File: src/rtl/csync_pkg.sv
// Shared types for the composite sync separator.
// Assumes: one clock domain; all configuration bits are quasi-static.
package csync_pkg;

    // Configuration bits gathered from the top-level ports.
    typedef struct packed {
        logic hs_neg;
        logic no_ins;
        logic hb_inv;
        logic v_sel;
        logic vb_inv;
    } csync_cfg_t;

    // Source that feeds the horizontal blanking register.
    typedef enum logic {
        HB_COPY   = 1'b0,
        HB_INSERT = 1'b1
    } hb_src_e;

endpackage

File: src/rtl/csync_period.sv
// Line period meter. Counts the clocks between successive leading edges of
// the polarity-normalised sync and stores the count when the interval looks
// like a normal line: at least PER_MIN clocks long, not saturated, and with
// no vertical detection inside it.
// Assumes: act_s is already registered; vp comes from the vertical detector.
module csync_period #(
    parameter int PER_W   = 12,
    parameter int PER_MIN = 16
) (
    input  logic             clk,
    input  logic             rst_n,
    input  logic             act_s,
    input  logic             vp,
    output logic             rise,
    output logic [PER_W-1:0] per,
    output logic             per_ok
);
    localparam logic [PER_W-1:0] CNT_MAX = '1;
    localparam logic [PER_W-1:0] CNT_MIN = PER_W'(PER_MIN);

    logic             act_d;
    logic [PER_W-1:0] cnt;
    logic             vflag;
    logic             good;

    assign rise = act_s & ~act_d;
    assign good = (cnt >= CNT_MIN) && (cnt != CNT_MAX) && !vflag;

    // Edge history, interval counter, vertical marker and period store.
    always_ff @(posedge clk) begin
        if (!rst_n) begin
            act_d  <= 1'b0;
            cnt    <= '0;
            vflag  <= 1'b0;
            per    <= '0;
            per_ok <= 1'b0;
        end else begin
            act_d <= act_s;
            if (rise) begin
                cnt <= PER_W'(1);
            end else if (cnt != CNT_MAX) begin
                cnt <= cnt + PER_W'(1);
            end
            vflag <= rise ? 1'b0 : (vflag | vp);
            if (rise && good) begin
                per    <= cnt;
                per_ok <= 1'b1;
            end
        end
    end

    // A stored period never falls below the accepted minimum.
    p_period_floor_r2: assert property (@(posedge clk) disable iff (!rst_n)
        per_ok |-> (per >= CNT_MIN));

endmodule

File: src/rtl/csync_vdet.sv
// Vertical pulse detector. It flags an active sync interval that is longer
// than half the stored line period, delays that flag through a DELAY_CYC
// stage line to form the separated vertical sync, and holds a presence flag
// that times out TIMEOUT_CYC clocks after the last detection.
// Assumes: TIMEOUT_CYC >= 1; act_s is registered.
module csync_vdet #(
    parameter int PER_W       = 12,
    parameter int DELAY_CYC   = 96,
    parameter int TIMEOUT_CYC = 1200000
) (
    input  logic             clk,
    input  logic             rst_n,
    input  logic             act_s,
    input  logic [PER_W-1:0] per,
    input  logic             per_ok,
    output logic             vp,
    output logic             csync_v,
    output logic             present
);
    localparam int               TO_W   = $clog2(TIMEOUT_CYC + 1);
    localparam logic [TO_W-1:0]  TO_MAX = TO_W'(TIMEOUT_CYC);
    localparam logic [PER_W-1:0] W_MAX  = '1;

    logic [PER_W-1:0] wcnt;
    logic [PER_W-1:0] half;
    logic [TO_W-1:0]  tcnt;

    assign half = per >> 1;

    // Width counter for the current active interval and detection register.
    always_ff @(posedge clk) begin
        if (!rst_n) begin
            wcnt <= '0;
            vp   <= 1'b0;
        end else begin
            if (!act_s) begin
                wcnt <= '0;
            end else if (wcnt != W_MAX) begin
                wcnt <= wcnt + PER_W'(1);
            end
            vp <= act_s && per_ok && (wcnt >= half);
        end
    end

    generate
        if (DELAY_CYC == 0) begin : g_nodelay
            assign csync_v = vp;
        end else begin : g_delay
            logic [DELAY_CYC-1:0] dline;
            // Fixed-length shift line that forms the separated vertical sync.
            always_ff @(posedge clk) begin
                if (!rst_n) begin
                    dline <= '0;
                end else begin
                    dline[0] <= vp;
                    for (int i = 1; i < DELAY_CYC; i++) begin
                        dline[i] <= dline[i-1];
                    end
                end
            end
            assign csync_v = dline[DELAY_CYC-1];
        end
    endgenerate

    // Presence flag with a saturating timeout counter.
    always_ff @(posedge clk) begin
        if (!rst_n) begin
            tcnt    <= '0;
            present <= 1'b0;
        end else if (vp) begin
            tcnt    <= '0;
            present <= 1'b1;
        end else begin
            if (tcnt != TO_MAX) begin
                tcnt <= tcnt + TO_W'(1);
            end
            if (tcnt == TO_MAX - TO_W'(1)) begin
                present <= 1'b0;
            end
        end
    end

    // Detection ends one clock after the sync leaves its active level.
    p_vp_drops_r2: assert property (@(posedge clk) disable iff (!rst_n)
        !act_s |=> !vp);

    // Detection raises the presence flag on the next clock.
    p_present_set_r4: assert property (@(posedge clk) disable iff (!rst_n)
        vp |=> present);

    // An expired timeout leaves the flag cleared.
    p_timeout_clear_r4: assert property (@(posedge clk) disable iff (!rst_n)
        (tcnt == TO_MAX) |-> !present);

endmodule

File: src/rtl/csync_hins.sv
// HBLANK generator. A phase counter restarts on each line leading edge and
// wraps at the stored period. While a vertical pulse is detected and
// insertion is enabled, HBLANK carries a pulse lasting the first eighth of
// each phase cycle; otherwise HBLANK copies the registered raw sync.
// Assumes: rise, per and vp come from the period meter and the detector.
module csync_hins #(
    parameter int PER_W = 12
) (
    input  logic             clk,
    input  logic             rst_n,
    input  logic             rise,
    input  logic [PER_W-1:0] per,
    input  logic             vp,
    input  logic             hs_raw,
    input  logic             no_ins,
    input  logic             hs_neg,
    input  logic             hb_inv,
    output logic             hblank
);
    import csync_pkg::*;

    logic [PER_W-1:0] ph;
    logic [PER_W-1:0] ins_len;
    logic             ins;
    hb_src_e          src;
    logic             hb_bit;

    assign ins_len = per >> 3;
    assign ins     = (ph != '0) && (ph <= ins_len);
    assign src     = (vp && !no_ins) ? HB_INSERT : HB_COPY;
    assign hb_bit  = (src == HB_INSERT) ? (ins ^ hs_neg) : hs_raw;

    // Phase counter locked to the line leading edge, wrapping at the period.
    always_ff @(posedge clk) begin
        if (!rst_n) begin
            ph <= '0;
        end else if (rise || (ph >= per)) begin
            ph <= PER_W'(1);
        end else begin
            ph <= ph + PER_W'(1);
        end
    end

    // Output register with polarity control.
    always_ff @(posedge clk) begin
        if (!rst_n) begin
            hblank <= 1'b0;
        end else begin
            hblank <= hb_bit ^ hb_inv;
        end
    end

    // With insertion disabled, HBLANK copies the registered raw sync.
    p_copy_when_noins_r6: assert property (@(posedge clk) disable iff (!rst_n)
        no_ins |=> (hblank == ($past(hs_raw) ^ $past(hb_inv))));

endmodule

File: src/rtl/csync_sep.sv
// Composite sync separator and HBLANK inserter, top level. It registers the
// raw sync inputs, normalises the horizontal polarity, and connects the
// period meter, the vertical detector and the HBLANK generator. It also
// selects and inverts the VBLANK source.
// Assumes: sync inputs are synchronous to clk or already synchronised.
module csync_sep #(
    parameter int PER_W       = 12,
    parameter int PER_MIN     = 16,
    parameter int DELAY_CYC   = 96,
    parameter int TIMEOUT_CYC = 1200000
) (
    input  logic clk,
    input  logic rst_n,
    input  logic hsync_in,
    input  logic vsync_in,
    input  logic cfg_hs_neg,
    input  logic cfg_no_ins,
    input  logic cfg_hb_inv,
    input  logic cfg_v_sel,
    input  logic cfg_vb_inv,
    output logic csync_v,
    output logic cv_present,
    output logic hblank,
    output logic vblank
);
    import csync_pkg::*;

    csync_cfg_t       cfg;
    logic             hs_raw;
    logic             vs_raw;
    logic             act_s;
    logic             rise;
    logic             vp;
    logic             per_ok;
    logic [PER_W-1:0] per;

    assign cfg   = '{hs_neg: cfg_hs_neg, no_ins: cfg_no_ins, hb_inv: cfg_hb_inv,
                     v_sel: cfg_v_sel, vb_inv: cfg_vb_inv};
    assign act_s = hs_raw ^ cfg.hs_neg;

    // Input sampling registers.
    always_ff @(posedge clk) begin
        if (!rst_n) begin
            hs_raw <= 1'b0;
            vs_raw <= 1'b0;
        end else begin
            hs_raw <= hsync_in;
            vs_raw <= vsync_in;
        end
    end

    // VBLANK source select and polarity.
    always_ff @(posedge clk) begin
        if (!rst_n) begin
            vblank <= 1'b0;
        end else begin
            vblank <= (cfg.v_sel ? csync_v : vs_raw) ^ cfg.vb_inv;
        end
    end

    csync_period #(
        .PER_W   (PER_W),
        .PER_MIN (PER_MIN)
    ) u_period (
        .clk    (clk),
        .rst_n  (rst_n),
        .act_s  (act_s),
        .vp     (vp),
        .rise   (rise),
        .per    (per),
        .per_ok (per_ok)
    );

    csync_vdet #(
        .PER_W       (PER_W),
        .DELAY_CYC   (DELAY_CYC),
        .TIMEOUT_CYC (TIMEOUT_CYC)
    ) u_vdet (
        .clk     (clk),
        .rst_n   (rst_n),
        .act_s   (act_s),
        .per     (per),
        .per_ok  (per_ok),
        .vp      (vp),
        .csync_v (csync_v),
        .present (cv_present)
    );

    csync_hins #(
        .PER_W (PER_W)
    ) u_hins (
        .clk    (clk),
        .rst_n  (rst_n),
        .rise   (rise),
        .per    (per),
        .vp     (vp),
        .hs_raw (hs_raw),
        .no_ins (cfg.no_ins),
        .hs_neg (cfg.hs_neg),
        .hb_inv (cfg.hb_inv),
        .hblank (hblank)
    );

    // VBLANK follows the dedicated input when the separated source is off.
    p_vblank_direct_r8: assert property (@(posedge clk) disable iff (!rst_n)
        !cfg_v_sel |=> (vblank == ($past(vs_raw) ^ $past(cfg_vb_inv))));

endmodule

File: config.mk
export PLATFORM = sky130hd
export DESIGN_NAME = csync_sep
export DESIGN_NICKNAME = d
export VERILOG_FILES = /design/src/rtl/csync_pkg.sv /design/src/rtl/csync_period.sv /design/src/rtl/csync_vdet.sv /design/src/rtl/csync_hins.sv /design/src/rtl/csync_sep.sv
export SDC_FILE = /design/constraint.sdc
export NUM_CORES = 1
export LEC_CHECK = 0
export ABC_AREA = 1
export BUFFER_PORTS_ARGS = -buffer_cell sky130_fd_sc_hd__buf_4
export CAP_MARGIN = 30
export CORE_MARGIN = 5
export CORE_UTILIZATION = 45
export CTS_BUF_LIST = sky130_fd_sc_hd__clkbuf_2
export DETAILED_ROUTE_END_ITERATION = 7
export GPL_ROUTABILITY_DRIVEN = 0
export PLACE_DENSITY_LB_ADDON = 0.08
export SLEW_MARGIN = 20
export SYNTH_ARGS = -nofsm -noshare
export SYNTH_HDL_FRONTEND = slang
export SYNTH_SLANG_ARGS = --single-unit
File: constraint.sdc
create_clock -name clk -period 2.65 [get_ports clk]
set_input_delay 0.265 -clock clk [delete_from_list [all_inputs] [get_ports clk]]
set_output_delay 0.265 -clock clk [all_outputs]
set_load 0.02 [all_outputs]
Word level (Yosys, flattened, before mapping)
Index checks and enable logic that the tools add are counted.
{ "totals": {"output_inout_bits": 4, "n_memories": 0, "reg_bits": 174, "rom_bits": 0, "latchBits": 0, "ram_bits": 0, "word_cells": 62} }
{ "classes": {"n_addsub": 4, "muxes": 8, "shift": 0, "n_bitwise": 8, "eq_ne": 4, "div_mod_pow": 0, "n_reduce_logical": 17, "mul": 0, "order_cmp": 4} }
{ "op_table": {"columns": ["cell", "count"], "rows": [
  ["$add 12x1->12 const B", 3],
  ["$ne 12x12->1 const B", 2],
  ["$add 21x1->21 const B", 1],
  ["$eq 21x21->1 const B", 1],
  ["$ne 21x21->1 const B", 1],
  ["$ge 12x11->1", 1],
  ["$ge 12x12->1", 1],
  ["$ge 12x5->1 const B", 1],
  ["$le 12x9->1", 1],
  ["$reduce_bool 12->1", 1],
  ["$mux 1", 8],
  ["$logic_and 1x1->1", 7],
  ["$reduce_or 2->1", 3],
  ["$reduce_bool 2->1", 2],
  ["$xor 1x1->1", 4],
  ["$logic_not 1->1", 2],
  ["$not 1->1", 2],
  ["$reduce_and 2->1", 1],
  ["$and 1x1->1", 1],
  ["$logic_or 1x1->1", 1],
  ["$or 1x1->1", 1]
]} }

Longest topological paths before layout
Gate-level depths: netlist of the first run.
{ "logic_depth": {"word_depth": 5, "mapped_depth": 16} }

Hierarchy
From an unflattened synthesis of the first run, not the netlist that was laid out.
{ "unflattened": {"hier_cells": 1001, "hier_area_um2": 7544.7} }
{ "modules_own_cells": {"columns": ["module", "area_per_inst_um2", "seq_area_each_um2", "cells_per_inst", "n_inst"], "rows": [
  ["csync_vdet", 4897.2, 2622.5, 630, 1],
  ["csync_period", 1343.8, 540.5, 187, 1],
  ["csync_hins", 1187.4, 260.2, 168, 1],
  ["csync_sep", 116.4, 60.1, 16, 1]
]} }

Worst setup path after synthesis of the first run
No wires, ideal clock.
{ "synth_path": {"path_kind": "register -> register", "startpoint": "register u_hins.ph[7]", "endpoint": "register u_hins.ph[10]", "setup_time_ns": 0.064, "stages_incl_launch_ff": 9, "arrival_ns": 1.573, "slack_ns": 1.013, "path_cell_list": "dfxtp_1 ha_1 a21oi_1 o21ai_0 a21oi_1 nand4_1 or2_2 buf_2 nor2_1"} }
{ "synth_via": {"elab_chain_len": 3} }
{ "synth_rtl": {"columns": ["item", "line", "text"], "rows": [
  ["start, declared", "csync_hins.sv:22", "logic [PER_W-1:0] ph;"],
  ["start signal, assigned", "csync_hins.sv:40", "ph <= ph + PER_W'(1);"],
  ["$ge 12x12->1", "csync_hins.sv:37", "end else if (rise || (ph >= per)) begin"],
  ["$logic_or 1x1->1", "csync_hins.sv:37", null],
  ["$reduce_or 2->1 (no source line)", null, null]
]} }
Several ways; a longest one is shown, not always the timed one.
A chain may end at the register's enable or synchronous reset.

Worst setup path in the final report of the first run
{ "layout_path": {"startpoint": "register u_period.per[10]", "endpoint": "register u_hins.hblank"} }
{ "layout_via": {"elab_chain_len": 5} }
{ "layout_rtl": {"columns": ["item", "line", "text"], "rows": [
  ["start, declared", "csync_period.sv:15", "output logic [PER_W-1:0] per,"],
  ["start signal, assigned", "csync_period.sv:46", "per <= cnt;"],
  ["$le 12x9->1", "csync_hins.sv:29", "assign ins = (ph != '0) && (ph <= ins_len);"],
  ["$logic_and 1x1->1", "csync_hins.sv:29", null],
  ["$xor 1x1->1", "csync_hins.sv:31", "assign hb_bit = (src == HB_INSERT) ? (ins ^ hs_neg) : hs_raw;"],
  ["$mux 1", "csync_hins.sv:31", null],
  ["$xor 1x1->1", "csync_hins.sv:49", "hblank <= hb_bit ^ hb_inv;"],
  ["end signal, assigned", "csync_hins.sv:49", null],
  ["end, declared", "csync_hins.sv:18", "output logic hblank"]
]} }
Every way passes these cells.

==> run metrics, run 1 <==
status=complete, no violations; CP max FO=4; top-count cell post-synth=inv_1; First DRT Iteration DRCs=278; register area=3480 µm²; R2R setup slack=between 300 and 400 ps; Power Density=559 nW/µm²; R2R cell count=14; P_leak=3.86 nW; Die Ht=roughly 130 µm; post-CTS setup buffers=0; synthesized area=6860 µm²; H-Tree Depth=4; area leader, netlist=dfxtp_1; drt first pass iters=4; initial antenna violation count=0; post-synth top area share=50.8%; Avg WL per Cell=11.0 µm; Worst Setup SP=u_period.per[10]; Area growth syn-to-layout=9.07%; dpl hpwl=8310 µm; hold endpoint=vs_raw; Antenna Nets Post-Route=0; fmax=between 0.4 and 0.5 GHz; Synth Flop Type=dfxtp_1; clock skew=22.6 ps; total core area=roughly 15000 µm²; share of layout cells above drive strength 1=7.28%; Seq cells post-synth=about 170; Synthesis Warnings=0; Rel. slew slack=71.8%; worst min-delay path class=input pin to register; r2r endpoint=u_hins.hblank; I/O Buffers=12; clk slew on worst S/H paths=approximately 250 ps; async set-reset flop share out of synthesis=0%; max-cap violation count=0; Clock Tree Root=clkbuf_2; Clock Latency Late Sink=700 ps; die span in x=133 µm; vias in the first global route=roughly 4600; origin of the worst min-delay path=vsync_in; most used cell, CP=nand2_1; Final Hold Fails=0; number of I/O pins=13; GRT Residual Overflow=0; slowest stage delay, CP=580 ps; Rows=45; Final nets=930; Max IR drop VDD=0.393 mV; Final Cycle Share=88.4%; register area share after synthesis=50.8%; starting density of the core=45.5%; Total GRT Usage=14.0%; Tmin final=2340 ps; Vias=about 5000; CP required=roughly 3300 ps; first-pass GRT wire length=20700 µm; Synth top cells by count=inv_1 (180), dfxtp_1 (174), nand2_1 (169); hold path cells=4; RR Startpoint=u_period.per[10]; CTS Buf Count=17; area used by multi-input combinational logic=2610 µm²; setup tns final=0 ps; worst slew pin tran=423 ps; crit-path cells=inv_1 > ha_1 > nand2_1 > inv_1 > nand2_1 > nor2_1 > nand4_1 > nand2_1 > nand2_1 > nand2_1 > nand3_1 > a21oi_1 > dlygate4sd3_1 > nor2_1; drt total wl=11800 µm; vias per cell=4.61; DRC violations left=0; CP Launch Type=register; WS Path Type=register to register; Syn Inst Count=856; die area=17800 µm²; setup violators final=0; clock sink count=174; Final Slew Violations=0; RSZ-0062 raised after global routing=false; CP endpoint kind=register; ANT cells=0; top post-synthesis cells by area=dfxtp_1 (51%), inv_1 (9.9%), nand2_1 (9.2%); syn avg cell area=8.01 µm²; Yosys cell types=37; total power=4.18 mW; crit path DAT=2980 ps; CTS tree=done; largest net degree at the start of global routing=97; syn nets=between 900 and 1000; maximum clock insertion buffer count=2; Slowest-stage cell, CP=dlygate4sd3_1; Post-synth EDFFs=0; Filler cells=1475
-- layout make-up --
type	count	area share, %
Clock buffer	17	1.14
Sequential cell	174	46.6
Timing Repair Buffer	24	2.88
Inverter	183	9.18
Tap cell	188	3.14
Multi-Input combinational cell	482	34.9
Clock inverter	13	2.17
-- registers in the layout (all words and copies together), names as in the netlist --
name,cells
u_period.act_d,1
u_vdet.vp,1
u_vdet.present,1
u_hins.ph,12
vs_raw,1
vblank,1
u_period.cnt,12
u_period.per_ok,1
hs_raw,1
u_period.vflag,1
u_vdet.wcnt,12
u_vdet.g_delay.dline,96
u_vdet.tcnt,21
u_hins.hblank,1
u_period.per,12
-- what timing repair did --
| action | 4_1_cts | 5_1_grt |
|---|---|---|
| endpoints found under the hold margin | 24 | 0 |
| hold buffers | 9 | 0 |
| resized for setup | 0 | 0 |
-- through the flow --
stage | instances | hold slack (ps) | setup WS (ps) | util, % | area [µm²]
global placement | 1042 | 394 | 786 | 47.3 | 7140
finish | 1081 | 289 | 307 | 49.6 | 7480
CTS | 1081 | 200 | 340 | 49.6 | 7480
floorplan | 856 | 363 | 1010 | - | 6860
global route | 1081 | 213 | 86.9 | 49.6 | 7480
detailed placement | 1042 | 397 | 725 | 47.3 | 7140
-- placed cells by master, fill, tap and decap left out, types with 14 or more instances in the layout --
cell type and count:
xor2_1 17, ha_1 39, buf_4 14, clkbuf_2 17, nor2_1 61, dfxtp_1 174, nor3_1 17, a21oi_1 56
inv_1 180, o21ai_0 33, nand2_1 169, nand3_1 35
-- power by group --
group / total, mW / internal (mW) / switching [mW] / leakage, nW
clock: 1.39 / 0.452 / 0.937 / 0.143
sequential: 2.65 / 2.64 / 0.0107 / 1.40
combinational: 0.140 / 0.0537 / 0.0864 / 2.32
-- worst max-delay path, delay by kind of cell, from the launching register on --
kind	cells	cell delay (ps)
adder cells (fa/ha/maj)	1	310
flip-flops	1	360
AO/OA/AOI/OAI	1	150
buffers and inverters	3	730
AND/OR/NAND/NOR	9	740
-- kinds of logic (layout without fill, tap and decap cells) --
logic type	count (synthesis)	count (layout)	share of synthesized area (%)
AO/OA/AOI/OAI	109	109	8.39
XOR/XNOR	21	21	2.68
adder cells (fa/ha/maj)	39	39	7.11
buffers and inverters	200	237	11.1
flip-flops	174	174	50.8
multiplexers	1	1	0.146
AND/OR/NAND/NOR	312	312	19.8
-- per-layer routing --
metal  GRT usage [%]  up-vias  share of wire (%)
li1                -     2687                  -
met1            18.6     2246                 51
met2            22.3       39                 45
met3            4.12       10                2.4
met4            3.71        0                1.0
met5               0        -                  0
-- worst max path at each step --
stage / slack (ps) / to
2_1_floorplan: 1010 / u_hins.ph[10]
3_3_place_gp: 790 / u_hins.ph[9]
3_5_place_dp: 720 / u_hins.ph[11]
4_1_cts: 340 / u_hins.hblank
5_1_grt: 90 / u_hins.hblank
6_report: 310 / u_hins.hblank
Power figures use the tool's default switching activity.
==> run 2, diff against run 1 <==
- clock period: 2.65 -> 2.5 ns (I/O delays scaled with it)
==> run 2 against run 1 <==
First-iteration DRC count is 11% lower; final cell count increased by 0.28%; die area stayed put; global-route usage is essentially flat; wire length shrank 0.60%; clock power is 12% higher; maximum frequency up 1.8%; critical endpoint unchanged.
==> run metrics, run 2 (synthesis gave the netlist of run 1 again) <==
CP Launch Type=register; Final Cycle Share=92.0% (+3.6 points); Avg WL per Cell=10.9 µm (-0.87%); total core area=15100 µm² (unchanged); first-pass GRT wire length=20800 µm (+0.74%); worst slew pin tran=457 ps (+33.8 ps); Final Hold Fails=0 (unchanged); CP required=3130 ps (-160 ps); die area=17800 µm² (unchanged); most common cell after layout, fill and taps aside=inv_1; Rel. slew slack=69.4% (-2.4 points); Clock Tree Root=clkbuf_2; Biggest register=u_vdet.g_delay.dline; clock sink count=174 (unchanged); Resized Gates After CTS=0 (unchanged); max-cap violation count=0 (unchanged); worst min-delay path class=input pin to register; First DRT Iteration DRCs=247 (-11%); crit path DAT=2940 ps (-40 ps); WS Path Type=register to register; status=complete, no violations; Tmin final=2300 ps (-42.4 ps); CTS Buf Count=17 (unchanged); Rows=45 (unchanged); drt first pass iters=5 (+1); CP max FO=4 (unchanged); DRC violations left=0 (unchanged); CTS tree=done; dpl hpwl=8330 µm (+0.26%); Final nets=930 (unchanged); setup violators final=0 (unchanged); area used by multi-input combinational logic=2610 µm² (unchanged); share of layout cells above drive strength 1=7.37% (+0.095 points); worst setup margin=199 ps (-108 ps); I/O Buffers=12 (unchanged); Max IR drop VDD=0.427 mV (+8.7%); Area growth syn-to-layout=9.45%; register area=3480 µm² (unchanged); number of I/O pins=13 (unchanged); Power Density=602 nW/µm² (+7.8%); initial antenna violation count=1 (+1); Final Slew Violations=0 (unchanged); RSZ-0062 raised after global routing=false; fmax=0.435 GHz (+1.8%); clk slew on worst S/H paths=250 ps (about the same); most frequent cells in the layout=inv_1 (180), dfxtp_1 (174), nand2_1 (169), nor2_1 (61), a21oi_1 (56); H-Tree Depth=4 (unchanged); starting density of the core=45.5% (unchanged); Vias=4984 (+0.040%); Antenna Nets Post-Route=0 (unchanged); clock skew=35.1 ps (+12.5 ps); Filler cells=1488 (+0.88%); dpl ws=626 ps (-98.3 ps); Total GRT Usage=14.0% (+0.020 points); vias in the first global route=4723 (+3.1%); P_leak=3.88 nW (+0.52%); CP endpoint kind=register; die span in x=133 µm (unchanged); largest net degree at the start of global routing=89 (-8.2%); Die Ht=133 µm (unchanged); setup tns final=0 ps (unchanged); maximum clock insertion buffer count=2 (unchanged); GRT Residual Overflow=0 (unchanged); max reg flops=96 (unchanged); drt total wl=11800 µm (-0.60%); Clock Latency Late Sink=700 ps (about the same); vias per cell=4.60 (-0.24%); biggest regs=u_vdet.g_delay.dline (96), u_vdet.tcnt (21)
## run 2: cell count changes in the layout (fill, tap and decap cells not counted), sizes merged
cell      before  now
clkinv         5    8
clkinvlp       2    0
bufinv         2    3
diode          0    1
## run 2: stage by stage
stage               std cells  utilization [%]  power (mW)  cell area (µm²)  hold slack [ps]
global placement         1042             47.3        3.00             7140              394
finish                   1084             49.8        4.52             7510              281
floorplan                 856                -        2.95             6860              348
global route             1084             49.8        4.73             7510              237
detailed placement       1042             47.3        3.00             7140              400
CTS                      1083             49.7        4.60             7500              199
## run 2: final cells by class
cell class                      instances  share of cell area, %
Multi-Input combinational cell        482                   34.8
Clock inverter                         15                   2.48
Tap cell                              188                   3.13
Sequential cell                       174                   46.4
Timing Repair Buffer                   24                   2.87
Clock buffer                           17                   1.13
Antenna cell                            1                 0.0333
Inverter                              183                   9.15
## run 2: final timing paths
path                       startpoint                       end  slack [ps]  depth (start not counted)
min reg2reg  u_vdet.g_delay.dline[43]  u_vdet.g_delay.dline[44]         420                          2
max                   u_period.per[8]             u_hins.hblank         200                         14
min                          vsync_in                    vs_raw         280                          4
max reg2reg           u_period.per[8]             u_hins.hblank         200                         14
## run 2: repair_timing
| action | 4_1_cts | 5_1_grt |
|---|---|---|
| hold endpoints to repair | 32 | 0 |
| buffers inserted | 0 | 0 |
| hold buffers | 9 | 0 |
## run 2: per-layer routing
metal	wire [µm]	vias up	global-route usage [%]
li1	-	2686	-
met1	5830	2228	17.7
met2	5460	56	23.1
met3	334	14	4.00
met4	144	0	4.51
met5	0	-	0
## run 2: critical path, stage by stage (launching register included)
cell	delay, ps
dfxtp_1	370
inv_1	100
ha_1	320
nand2_1	50
inv_1	40
nand2_1	50
nor2_1	150
nand2_1	70
nand3_1	70
nand2_1	100
nand3_1	80
nand3_1	100
a21oi_1	120
dlygate4sd3_1	560
nor2_1	40
## run 2: power breakdown
group,internal [mW],switching [mW]
clock,0.577,0.987
sequential,2.80,0.0112
combinational,0.0567,0.0902
total,3.43,1.09
